`src/rtl/gold_pkg.sv`:
```
package gold_pkg;
  // Primitive polynomial masks for the Fibonacci recurrence
  // s[j+m] = XOR of s[j+i] for every set bit i of the mask.
  function automatic int gold_tap(input int m, input int which);
    case (m)
      2:       return 3;
      3:       return (which == 0) ? 3 : 5;
      4:       return (which == 0) ? 3 : 9;
      5:       return (which == 0) ? 5 : 29;
      6:       return (which == 0) ? 3 : 33;
      default: return 3;
    endcase
  endfunction

  typedef enum logic [1:0] {
    GEN_SHIFT = 2'd0,
    GEN_FILL  = 2'd1,
    GEN_DONE  = 2'd2
  } gen_state_t;
endpackage

```
`src/rtl/gold_lfsr.sv`:
```
module gold_lfsr #(
  parameter int M = 3,
  parameter logic [M-1:0] TAP = 3'b011
) (
  input  logic clk,
  input  logic rst,
  input  logic step,
  output logic bit_o
);
  logic [M-1:0] st;

  always_ff @(posedge clk) begin
    if (rst) st <= '1;
    else if (step) st <= {^(st & TAP), st[M-1:1]};
  end

  assign bit_o = st[0];

  p_never_zero_r3: assert property (@(posedge clk) disable iff (rst) st != '0);
endmodule

```
`src/rtl/gold_seq_builder.sv`:
```
module gold_seq_builder
  import gold_pkg::*;
#(
  parameter int N = 8,
  localparam int M = $clog2(N),
  localparam int L = N - 1
) (
  input  logic         clk,
  input  logic         rst,
  output logic         wr_en,
  output logic [M-1:0] wr_addr,
  output logic [N-1:0] wr_data,
  output logic         ready
);
  localparam logic [M-1:0] TAP_A = M'(gold_tap(M, 0));
  localparam logic [M-1:0] TAP_B = M'(gold_tap(M, 1));

  gen_state_t   state;
  logic [M-1:0] cnt;
  logic [L-1:0] seq_a, seq_b, rot_b;
  logic         bit_a, bit_b, step;

  assign step = (state == GEN_SHIFT);

  gold_lfsr #(.M(M), .TAP(TAP_A)) u_lfsr_a (.clk(clk), .rst(rst), .step(step), .bit_o(bit_a));
  gold_lfsr #(.M(M), .TAP(TAP_B)) u_lfsr_b (.clk(clk), .rst(rst), .step(step), .bit_o(bit_b));

  always_ff @(posedge clk) begin
    if (rst) begin
      state <= GEN_SHIFT;
      cnt   <= '0;
      seq_a <= '0;
      seq_b <= '0;
      rot_b <= '0;
      ready <= 1'b0;
    end else begin
      case (state)
        GEN_SHIFT: begin
          seq_a <= {bit_a, seq_a[L-1:1]};
          seq_b <= {bit_b, seq_b[L-1:1]};
          if (cnt == M'(L - 1)) begin
            state <= GEN_FILL;
            cnt   <= '0;
          end else begin
            cnt <= cnt + 1'b1;
          end
        end
        GEN_FILL: begin
          if (cnt == '0) rot_b <= seq_b;
          else           rot_b <= {rot_b[0], rot_b[L-1:1]};
          if (cnt == M'(N - 1)) begin
            state <= GEN_DONE;
            ready <= 1'b1;
          end else begin
            cnt <= cnt + 1'b1;
          end
        end
        default: state <= GEN_DONE;
      endcase
    end
  end

  always_comb begin
    wr_en   = (state == GEN_FILL);
    wr_addr = cnt;
    if (cnt == '0) wr_data = {seq_a, 1'b0};
    else           wr_data = {seq_a ^ rot_b, 1'b0};
  end

  p_ready_sticky_r2: assert property (@(posedge clk) disable iff (rst) !$fell(ready));
  p_fill_before_ready_r2: assert property (@(posedge clk) disable iff (rst) wr_en |-> !ready);
  p_chip0_zero_r3: assert property (@(posedge clk) disable iff (rst) wr_en |-> !wr_data[0]);
endmodule

```
`src/rtl/gold_code_ram.sv`:
```
module gold_code_ram #(
  parameter int N = 8,
  localparam int M = $clog2(N)
) (
  input  logic         clk,
  input  logic         we,
  input  logic [M-1:0] wa,
  input  logic [N-1:0] wd,
  input  logic [M-1:0] ra,
  output logic [N-1:0] rd
);
  logic [N-1:0] mem [N];

  always_ff @(posedge clk) begin
    if (we) mem[wa] <= wd;
  end

  always_ff @(posedge clk) begin
    rd <= mem[ra];
  end
endmodule

```
`src/rtl/gold_pool_alloc.sv`:
```
module gold_pool_alloc #(
  parameter int N = 8,
  parameter int NPORT = 10,
  localparam int M = $clog2(N),
  localparam int PW = $clog2(NPORT)
) (
  input  logic             clk,
  input  logic             rst,
  input  logic             ready,
  input  logic [NPORT-1:0] req,
  input  logic [NPORT-1:0] rel,
  output logic [M-1:0]     rd_addr,
  output logic             gnt_valid,
  output logic [PW-1:0]    gnt_port,
  output logic [M-1:0]     gnt_idx
);
  logic [N-1:0]     busy, busy_n;
  logic [NPORT-1:0] pend, pend_n, hold, hold_n;
  logic [M-1:0]     owner [NPORT];
  logic [PW-1:0]    p_sel;
  logic [M-1:0]     f_sel;
  logic             fire;

  always_comb begin
    p_sel = '0;
    for (int i = NPORT - 1; i >= 0; i--) if (pend[i]) p_sel = PW'(i);
    f_sel = '0;
    for (int i = N - 1; i >= 0; i--) if (!busy[i]) f_sel = M'(i);
    fire    = ready && (|pend) && !(&busy);
    rd_addr = f_sel;

    busy_n = busy;
    hold_n = hold;
    pend_n = pend | (req & ~hold);
    for (int p = 0; p < NPORT; p++) begin
      if (rel[p] && hold[p]) begin
        busy_n[owner[p]] = 1'b0;
        hold_n[p]        = 1'b0;
      end
    end
    if (fire) begin
      busy_n[f_sel] = 1'b1;
      hold_n[p_sel] = 1'b1;
      pend_n[p_sel] = 1'b0;
    end
  end

  always_ff @(posedge clk) begin
    if (rst) begin
      busy      <= '0;
      pend      <= '0;
      hold      <= '0;
      gnt_valid <= 1'b0;
      gnt_port  <= '0;
      gnt_idx   <= '0;
    end else begin
      busy      <= busy_n;
      pend      <= pend_n;
      hold      <= hold_n;
      gnt_valid <= fire;
      if (fire) begin
        gnt_port <= p_sel;
        gnt_idx  <= f_sel;
      end
    end
  end

  always_ff @(posedge clk) begin
    if (fire) owner[p_sel] <= f_sel;
  end

  p_no_grant_early_r5: assert property (@(posedge clk) disable iff (rst) !ready |=> !gnt_valid);
  p_full_holds_r8: assert property (@(posedge clk) disable iff (rst) (&busy) |=> !gnt_valid);
  p_granted_busy_r6: assert property (@(posedge clk) disable iff (rst) gnt_valid |-> busy[gnt_idx]);
  p_holder_not_pending_r9: assert property (@(posedge clk) disable iff (rst) (pend & hold) == '0);
endmodule

```
`src/rtl/orth_gold_pool.sv`:
```
module orth_gold_pool #(
  parameter int N = 8,
  parameter int NPORT = 10,
  localparam int M = $clog2(N),
  localparam int PW = $clog2(NPORT)
) (
  input  logic             clk,
  input  logic             rst,
  input  logic [NPORT-1:0] req,
  input  logic [NPORT-1:0] rel,
  output logic             ready,
  output logic             gnt_valid,
  output logic [PW-1:0]    gnt_port,
  output logic [M-1:0]     gnt_idx,
  output logic [N-1:0]     gnt_code
);
  logic         wr_en;
  logic [M-1:0] wr_addr, rd_addr;
  logic [N-1:0] wr_data;

  gold_seq_builder #(.N(N)) u_build (
    .clk(clk), .rst(rst), .wr_en(wr_en), .wr_addr(wr_addr),
    .wr_data(wr_data), .ready(ready)
  );

  gold_code_ram #(.N(N)) u_ram (
    .clk(clk), .we(wr_en), .wa(wr_addr), .wd(wr_data),
    .ra(rd_addr), .rd(gnt_code)
  );

  gold_pool_alloc #(.N(N), .NPORT(NPORT)) u_pool (
    .clk(clk), .rst(rst), .ready(ready), .req(req), .rel(rel),
    .rd_addr(rd_addr), .gnt_valid(gnt_valid), .gnt_port(gnt_port),
    .gnt_idx(gnt_idx)
  );

  p_one_grant_r7: assert property (@(posedge clk) disable iff (rst)
    gnt_valid |=> (!gnt_valid || !$stable(gnt_idx)));
endmodule

```
`config.mk`:
```
export PLATFORM = sky130hd
export DESIGN_NAME = orth_gold_pool
export DESIGN_NICKNAME = d
export VERILOG_FILES = /design/src/rtl/gold_pkg.sv /design/src/rtl/gold_lfsr.sv /design/src/rtl/gold_seq_builder.sv /design/src/rtl/gold_code_ram.sv /design/src/rtl/gold_pool_alloc.sv /design/src/rtl/orth_gold_pool.sv
export SDC_FILE = /design/constraint.sdc
export NUM_CORES = 1
export LEC_CHECK = 0
export BUFFER_PORTS_ARGS = -buffer_cell sky130_fd_sc_hd__buf_4
export CAP_MARGIN = 10
export CORE_UTILIZATION = 45
export CTS_BUF_LIST = sky130_fd_sc_hd__clkbuf_4 sky130_fd_sc_hd__clkbuf_8
export DETAILED_ROUTE_END_ITERATION = 6
export SLEW_MARGIN = 20
export SYNTH_ARGS = -nofsm -noshare
export SYNTH_HDL_FRONTEND = slang
export SYNTH_SLANG_ARGS = --single-unit
export TNS_END_PERCENT = 10
```
`constraint.sdc`:
```
create_clock -name clk -period 2.8 [get_ports clk]
set_clock_uncertainty 0.05 [all_clocks]
set_input_delay 0.42 -clock clk [delete_from_list [all_inputs] [get_ports clk]]
set_output_delay 0.42 -clock clk [all_outputs]
set_load 0.01 [all_outputs]
```
==> reports/summary.txt, run 1 <==
status = finished, final reports clean
total grt overflow = 0
Seq/Total Area, Yosys = 57.4%
EDFF count, synth = 86
dpl cells = 932
n_diodes = 0
min cycle time layout = 2.11 ns
row cnt = 45
WL final = 17,800 um
Max transition margin = 52.2%
Final Instance Area = 8060 um2
async set-reset flop share out of synthesis = 0%
first-pass GRT wire length = 27,900 um
Clock Path Buffers = 2
die area = 16,400 um2
die height = 128 um
vias = 5,483
worst-path maximum fanout = 10
Clock Pin Slew Worst Setup and Hold Paths = 0.08 ns
Gate Count Post-Synth = 698
CTS tree = done
final cell count without fillers = 964
drt first-iter violations = 406
setup TNS = 0 ns
detailed placer's ending HPWL = 12,400 um
Final nets = 766
H-tree depth = 4
Main synth FF type = edfxtp_1
reg-to-reg setup timing slack = 0.69 ns
Via-to-Cell Ratio = 5.69
CP endpoint kind = register
Synth top area share = 36.1%
largest net degree at the start of global routing = 70
clock sinks = 162
Area Growth Syn to Fin = 12.7%
DRC = 0
worst-case reg-to-reg path depth = 5
initial antenna violation count = 0
Fmax = 0.475 GHz
leading area contributor after synthesis = edfxtp_1
Hold Crit Endpoint = u_pool.pend[0]
Worst-Margin Slew = 0.717 ns
Synth top cells by count = 86 x edfxtp_1, 79 x nand2_1, 76 x dfxtp_1
HP Start = req[0]
Ports = 39
post-synth design cell area = 7150 um2
vias in the first global route = 5,081
hold violation total from the final report = 0
# Max-Cap Violations = 0
CTS buffer count = 17
CP Class = reg2reg
Initial DRT Pass Iterations = 5
Cell variety after synth = 60
syn_area_per_cell = 10.2 um2
Yosys warnings = 0
Hold Slack = 0.162 ns
Post-Syn Nets = 724
Final ANT Viol Nets = 0
Critical Path AT = 2.21 ns
layout cells sized above 1 = 14.2%
Pwr per Cell Area = 532 nW/um2
Tcrit/Tclk final = 75.2%
Core ar. = 15,400 um2
Clock Tree Root = clkbuf_8
# hold bufs at CTS = 0
Required @ worst endpoint = 2.90 ns
RSZ-0062 raised after global routing = no
Setup Slack @ Placement = 0.756 ns
peak supply drop = 0.341 mV
Max Transition Viols Final = 0
GP Congestion = 0.909
Yosys reg bits = 162
hold crit path type = in2reg
global-route usage over all layers = 23.0%
setup bufs post-CTS = 0
reg2reg start = u_build.wr_addr[0]
hold depth = 3
top-count cell post-synth = edfxtp_1
CTS-repair resized insts = 0
# port buffers = 37
dpl cell area = 7700 um2
WL/cell = 18.5 um
worst setup margin = 0.694 ns
Initial Util = 46.5%
ranking of synthesized cells by area = edfxtp_1 36%, dfxtp_1 21%, nand2_1 4.1%
Setup crit start kind = register
worst reg2reg endpoint = u_ram.mem[5][7]
latest clock arrival within the worst-skew pair = 0.45 ns
Pleak = 2.71 nW
Die W = 128 um
# setup viols final = 0
worst max-delay path: stages, from the launching register on:
cell      delay (ns)
dfxtp_1         0.51
inv_1           0.13
ha_1            0.23
nand2b_1        0.20
nand2_1         0.13
xnor2_1         0.57
cells in the final DEF, fill, tap and decap left out, types with 2 or more instances in the layout:
cell	synthesis	final
a21oi_1	42	41
a22oi_1	2	2
a311oi_1	7	7
a31oi_1	2	2
a32oi_1	5	5
buf_4	1	56
clkbuf_4	0	4
clkbuf_8	0	19
clkinv_2	0	4
clkinv_4	0	2
dfxtp_1	76	76
edfxtp_1	86	86
ha_1	4	4
inv_1	17	17
inv_4	0	2
nand2_1	79	79
nand2b_1	28	28
nand3_1	17	17
nand3b_1	15	15
nand4_1	9	9
nor2_1	58	57
nor2b_1	6	6
nor3_1	38	38
nor3b_1	28	28
nor4_1	9	9
o211ai_1	2	2
o21a_1	29	29
o21ai_0	37	37
o21ba_2	3	3
o22ai_1	26	26
o31ai_1	2	2
xnor2_1	8	8
worst max-delay path by stage:
stage	endpoint	from	slack (ns)
4_1_cts	u_ram.mem[6][7]	u_build.wr_addr[0]	0.73
3_3_place_gp	u_pool.owner[6][1]	u_pool.pend[1]	0.79
6_report	u_ram.mem[5][7]	u_build.wr_addr[0]	0.69
3_5_place_dp	u_ram.mem[2][7]	u_build.wr_addr[0]	0.76
2_1_floorplan	u_ram.mem[1][1]	u_build.state[0]	0.63
5_1_grt	u_pool.owner[8][2]	u_pool.busy[2]	0.55
per-layer routing:
layer | wire, um | share of wire, % | vias to the layer above | global-route usage (%)
met5 | 0 | 0 | - | 0
met4 | 252 | 1.4 | 0 | 6.51
met3 | 1190 | 6.7 | 24 | 5.26
met2 | 7870 | 44 | 201 | 34.3
met1 | 8520 | 48 | 2617 | 33.4
li1 | - | - | 2641 | -
cell families (layout without fill, tap and decap cells):
| group | count (synthesis) | count (layout) | synth area share, % |
|---|---|---|---|
| and+or+nand+nor | 299 | 299 | 21.8 |
| AOI/OAI and AO/OA | 172 | 172 | 15.8 |
| DFF | 162 | 162 | 57.4 |
| buffers and inverters | 50 | 105 | 3.04 |
| xor gates and xnor gates | 9 | 9 | 1.10 |
| adders and majority gates | 4 | 4 | 0.700 |
| other | 1 | 1 | 0.0524 |
| muxes | 1 | 1 | 0.157 |
state kept, by name, indices dropped and copies added, names as in the netlist:
signal	flops
u_build.seq_a	7
u_pool.gnt_idx	3
u_build.wr_addr	3
u_build.state	2
u_build.u_lfsr_b.st	3
u_build.ready	1
u_pool.gnt_port	4
u_build.seq_b	7
u_pool.pend	10
u_pool.gnt_valid	1
u_build.rot_b	7
u_pool.hold	10
u_ram.mem	56
u_build.u_lfsr_a.st	3
u_pool.busy	8
u_pool.owner	30
u_ram.rd	7
stage by stage:
stage               power, mW  utilization [%]
floorplan                2.76                -
global placement         2.82             50.1
detailed placement       2.83             50.1
CTS                      4.34             52.4
global route             4.45             52.4
finish                   4.29             52.4
report_power, final:
part | total (mW) | switching [mW] | internal, mW
clock | 1.52 | 0.817 | 0.699
combinational | 0.198 | 0.116 | 0.0822
sequential | 2.58 | 0.0485 | 2.53
layout make-up:
type                       instances  area [um2]
timing repair buffer              56         420
tap                              211         264
inverter                          17        63.8
clock buffer                      23         292
sequential                       162        4100
multi-input combinational        486        2860
clock inverter                     9        58.8
fill                            1402        7310
Power figures use the tool's default switching activity.
==> run 2, diff against run 1 <==
ABC_AREA = 1   (was default)
clock period = 1.8 ns   (was 2.8 ns; I/O delays follow)
==> run 2 against run 1 <==
Against the previous run: hold slack worse by 0.13 ns; first-iteration DRC count up 8.4%; total power up 68%; non-clock buffer count up 49; die area up 3.7%; routed wire length down 1.7%; utilization up 3.9 points; clock-buffer cell count down 4; critical endpoint is now u_pool.owner[6][1].
==> reports/summary.txt, run 2 <==
vias in the first global route = 5,318
post-synth design cell area = 7420 um2
Post-Syn Nets = 888
async set-reset flop share out of synthesis = 0%
peak supply drop = 0.495 mV
WL final = 17,500 um
Synth top area share = 34.8%
leading area contributor after synthesis = edfxtp_1
die height = 130 um
# Max-Cap Violations = 0
# port buffers = 37
Initial Util = 46.4%
die area = 17,000 um2
Setup crit start kind = register
hold depth = 4
Yosys reg bits = 162
syn_area_per_cell = 8.61 um2
Fmax = 0.590 GHz
RSZ-0062 raised after global routing = yes
Gate Count Post-Synth = 862
Required @ worst endpoint = 1.92 ns
Max transition margin = 65.2%
Core ar. = 16,000 um2
biggest regs = u_ram.mem x56, u_pool.owner x30
max reg flops = 56
busiest grt layer = met2
Critical Path AT = 1.82 ns
Pwr per Cell Area = 797 nW/um2
Tot Pwr = 7.19 mW
ranking of synthesized cells by area = edfxtp_1 35%, dfxtp_1 21%, nand2_1 8.1%
worst-path maximum fanout = 5
largest net degree at the start of global routing = 31
Hold Slack = 0.0296 ns
DRC = 0
first-pass GRT wire length = 27,600 um
Main synth FF type = edfxtp_1
Clock Pin Slew Worst Setup and Hold Paths = 0.09 ns
total grt overflow = 0
# setup viols final = 0
WL/cell = 14.7 um
initial antenna violation count = 0
drt first-iter violations = 440
status = finished, final reports clean
reg2reg start = u_pool.busy[1]
GP Congestion = 0.927
Clock Tree Root = clkbuf_8
Clock Path Buffers = 2
Final nets = 991
Setup Slack @ Placement = -0.137 ns
H-tree depth = 4
commonest non-fill, non-tap cells in the layout = 158 x nand2_1, 153 x inv_1, 92 x buf_4
Ports = 39
worst-case reg-to-reg path depth = 8
hold violation total from the final report = 0
Worst-Margin Slew = 0.521 ns
Tcrit/Tclk final = 94.2%
min cycle time layout = 1.70 ns
GR Util met3 = 4.03%
worst setup margin = 0.104 ns
hold crit path type = in2reg
EDFF count, synth = 86
Cell variety after synth = 45
Via-to-Cell Ratio = 4.95
CTS tree = done
Die W = 130 um
Seq/Total Area, Yosys = 55.3%
number of fill cells = 1,500
Yosys warnings = 0
commonest non-fill, non-tap cell in the layout = nand2_1
top-count cell post-synth = nand2_1
CP startpoint = u_pool.busy[1]
HP Start = rel[2]
Synth top cells by count = 161 x nand2_1, 160 x inv_1, 87 x nand3_1
CP endpoint kind = register
Register Area = 4110 um2
row cnt = 46
CTS buffer count = 17
global routing usage on met2 = 32.8%
global-route usage over all layers = 21.9%
Area Growth Syn to Fin = 21.5%
Biggest register = u_ram.mem
Final ANT Viol Nets = 0
Max Transition Viols Final = 0
layout cells sized above 1 = 18.0%
CP Class = reg2reg
Initial DRT Pass Iterations = 7
Multi-input gate area = 2740 um2
n_diodes = 0
Pleak = 3.97 nW
detailed placer's ending HPWL = 12,700 um
clock sinks = 162
vias = 5,908
met1 Use GR = 32.1%
latest clock arrival within the worst-skew pair = 0.46 ns
[run 2: changes by cell type after synthesis, moves of 23 or more]
cell | before | now
inv_1 | 17 | 160
nand2_1 | 79 | 161
nand2b_1 | 28 | 0
nand3_1 | 17 | 87
nor3_1 | 38 | 15
nor3b_1 | 28 | 1
o21a_1 | 29 | 1
[run 2: report_power, final]
part	total, mW	switching (mW)	internal (mW)
combinational	0.390	0.218	0.172
sequential	3.96	0.0337	3.93
clock	2.83	1.41	1.43
total	7.19	1.66	5.53
[run 2: cell type report]
| type | count | area share, % |
|---|---|---|
| multi-input combinational | 515 | 30.4 |
| inverter | 164 | 6.83 |
| clock inverter | 13 | 1.93 |
| sequential | 162 | 45.6 |
| clock buffer | 19 | 2.76 |
| tap | 216 | 3.00 |
| timing repair buffer | 105 | 9.48 |
[run 2: logic make-up (layout without fill, tap and decap cells)]
kind of cell / after synthesis / count (layout) / share of synthesized area, %
AO/OA/AOI/OAI: 104 / 104 / 8.43
XOR/XNOR: 7 / 7 / 0.826
adder cells (fa/ha/maj): 4 / 4 / 0.675
buffers and inverters: 185 / 301 / 9.92
flip-flops: 162 / 162 / 55.3
other: 1 / 1 / 0.0506
AND/OR/NAND/NOR: 399 / 399 / 24.8
[run 2: layer usage]
layer | vias to the layer above | routed length (um)
met2 | 132 | 7760
li1 | 3044 | -
met5 | - | 0
met3 | 20 | 809
met4 | 0 | 236
met1 | 2712 | 8730
[run 2: stage by stage]
step	cell area, um2	instances	setup TNS [ns]	util (%)
floorplan	7420	862	0	-
global placement	8320	1152	-2.82	52.0
detailed placement	8320	1152	-3.00	52.0
CTS	8880	1191	-0.130	55.5
global route	9010	1194	-0.0889	56.3
finish	9010	1194	0	56.3
[run 2: final timing paths]
kind	endpoint	slack (ns)
setup / recovery	u_pool.owner[6][1]	0.10
hold reg to reg	u_build.u_lfsr_b.st[2]	0.42
setup reg to reg	u_pool.owner[6][1]	0.10
hold / removal	u_pool.hold[2]	0.03
[run 2: worst max-delay path, stage by stage, from the launching register on]
cell     delay [ns]
dfxtp_1        0.35
nand2_4        0.09
buf_6          0.13
nor3_4         0.05
a21oi_4        0.18
inv_2          0.11
nor2_4         0.15
nand3_1        0.18
inv_2          0.13
[run 2: what timing repair did]
item,4_1_cts,5_1_grt
resized for setup,18,22
buffers inserted,0,3
hold endpoints to repair,7,0
endpoints found under the setup margin,72,103
hold buffers,7,0
pin swaps,3,3
==> run 3, diff against run 2 <==
==> constraint.sdc (replaced) <==
create_clock -name clk -period 1.75 [get_ports clk]
set_clock_uncertainty 0.05 [all_clocks]
set_input_delay 0.35 -clock clk [delete_from_list [all_inputs] [get_ports clk]]
set_output_delay 0.35 -clock clk [all_outputs]
set_load 0.01 [all_outputs]
==> run 3 against run 2 <==
Against the previous run: highest routed layer unchanged; routed wire length decreased by 0.54%; utilization is 0.90 points lower; critical path depth decreased by 1; critical endpoint is now u_pool.owner[6][2]; clock-buffer cell count up 1.
==> reports/summary.txt, run 3 (same netlist as run 2, synthesis figures left out) <==
global-route usage over all layers = 22.2%
max reg flops = 56
CP endpoint kind = register
WL final = 17,400 um
die height = 130 um
worst path buffer plus inverter count = 2
peak supply drop = 0.448 mV
Worst path depth = 7
Critical Path AT = 1.83 ns
CP Class = reg2reg
Area Growth Syn to Fin = 19.6%
Crit path largest cell delay = 0.36 ns
Ports = 39
Clock Path Buffers = 2
Multi-input gate area = 2690 um2
Biggest register = u_ram.mem
layout cells sized above 1 = 18.5%
final cell count without fillers = 1,191
initial antenna violation count = 0
H-tree depth = 4
CP endpoint = u_pool.owner[6][2]
Max Transition Viols Final = 0
commonest non-fill, non-tap cells in the layout = 156 x inv_1, 153 x nand2_1, 97 x buf_4
worst reg2reg endpoint = u_pool.owner[6][2]
latest clock arrival within the worst-skew pair = 0.46 ns
Pleak = 3.92 nW
fin util = 55.4%
Die W = 130 um
drt first-iter violations = 532
status = finished, final reports clean
number of fill cells = 1,485
worst-case reg-to-reg path depth = 7
Final ANT Viol Nets = 0
detailed placer's ending HPWL = 12,400 um
dpl cell area = 8330 um2
Final Instance Area = 8870 um2
DRC = 0
# port buffers = 37
cell family with the largest share of critical-path delay = simple AND/OR/NAND/NOR gates
Initial DRT Pass Iterations = 5
# Max-Cap Violations = 0
min cycle time layout = 1.72 ns
# hold bufs at CTS = 0
Register Area = 4110 um2
Worst path slowest cell = dfxtp_2
Clock Tree Root = clkbuf_8
largest net degree at the start of global routing = 31
Clock Pin Slew Worst Setup and Hold Paths = 0.09 ns
WL/cell = 14.6 um
die area = 17,000 um2
vias = 5,925
Setup crit start kind = register
Required @ worst endpoint = 1.86 ns
Core ar. = 16,000 um2
total grt overflow = 0
Tcrit/Tclk final = 98.6%
GP Congestion = 0.892
RSZ-0062 raised after global routing = yes
Initial Util = 46.4%
CP startpoint = u_pool.busy[1]
CTS buffer count = 17
reg2reg start = u_pool.busy[1]
hold violation total from the final report = 0
reg-to-reg setup timing slack = 0.03 ns
n_diodes = 0
Pwr per Cell Area = 798 nW/um2
commonest non-fill, non-tap cell in the layout = inv_1
first-pass GRT wire length = 28,000 um
CTS tree = done
hold crit path type = in2reg
clock sinks = 162
vias in the first global route = 5,415
Final nets = 988
worst-path maximum fanout = 5
dpl cells = 1,155
# setup viols final = 0
Fmax = 0.580 GHz
Via-to-Cell Ratio = 4.97
row cnt = 46
critical-path cell list = nand2_4 > nor3_2 > a21oi_2 > inv_2 > nor2_4 > nand3_1 > inv_1
Hold Slack = 0.0925 ns
biggest regs = u_ram.mem x56, u_pool.owner x30
## run 3: cell types whose count changed in the layout (fill, tap and decap cells not counted), moves of 3 or more
cell           delta
inv_1             +3
dlygate4sd3_1     -7
nand2_1           -5
buf_4             +5
nand2_2           +5
xnor2_2           +4
clkinv_2          +4
inv_2             -4
xnor2_4           -4
nand3_2           -3
nand3_1           +3
## run 3: worst min path at each step
stage,endpoint,cells past startpoint,startpoint
finish,u_pool.hold[5],4,rel[5]
global route,u_pool.hold[5],4,rel[5]
CTS,u_pool.hold[5],4,rel[5]
detailed placement,u_build.u_lfsr_b.st[2],2,u_build.u_lfsr_b.st[2]
global placement,u_build.u_lfsr_b.st[2],2,u_build.u_lfsr_b.st[2]
floorplan,u_build.u_lfsr_b.st[2],2,u_build.u_lfsr_b.st[2]
## run 3: layout make-up
class | instances | area share (%)
clock buffer | 20 | 3.03
timing repair buffer | 102 | 9.08
clock inverter | 12 | 1.18
tap | 216 | 3.05
inverter | 164 | 6.97
sequential | 162 | 46.3
multi-input combinational | 515 | 30.4
## run 3: report_power, final
group          switching, mW  internal (mW)  leakage [nW]  total, mW
combinational          0.226          0.168          2.28      0.394
sequential            0.0324           4.04          1.45       4.07
clock                   1.40           1.22         0.189       2.62
total                   1.66           5.43          3.92       7.08
## run 3: timing repair
action | in CTS | in global routing
setup endpoints to repair | 62 | 93
pin swaps | 0 | 4
buffers inserted | 0 | 4
gates resized for setup | 6 | 31
## run 3: routing by layer
layer | part of all wire, % | track usage, % | vias up | wire length, um
met1 | 50 | 32.9 | 2676 | 8680
met4 | 2.2 | 9.94 | 0 | 387
met2 | 43 | 32.2 | 185 | 7450
met5 | 0 | 0 | - | 0
li1 | - | - | 3035 | -
met3 | 5.3 | 3.42 | 29 | 931
## run 3: worst register-to-register path, delay by kind of cell, from the launching register on
family / cells / cell delay, ns
AND/OR/NAND/NOR: 4 / 0.48
AO/OA/AOI/OAI: 1 / 0.25
flip-flops: 1 / 0.36
buffers and inverters: 2 / 0.28
## run 3: metrics by stage
| step | setup TNS (ns) | power, mW | worst slack (ns) |
|---|---|---|---|
| after global routing | -0.453 | 7.33 | -0.0751 |
| final | 0 | 7.08 | 0.0250 |
| after global placement | -1.83 | 4.53 | -0.0874 |
| after detailed placement | -2.22 | 4.53 | -0.0706 |
| after floorplan | -2.74 | 4.36 | -0.0489 |
| after CTS | -0.525 | 7.11 | -0.0521 |
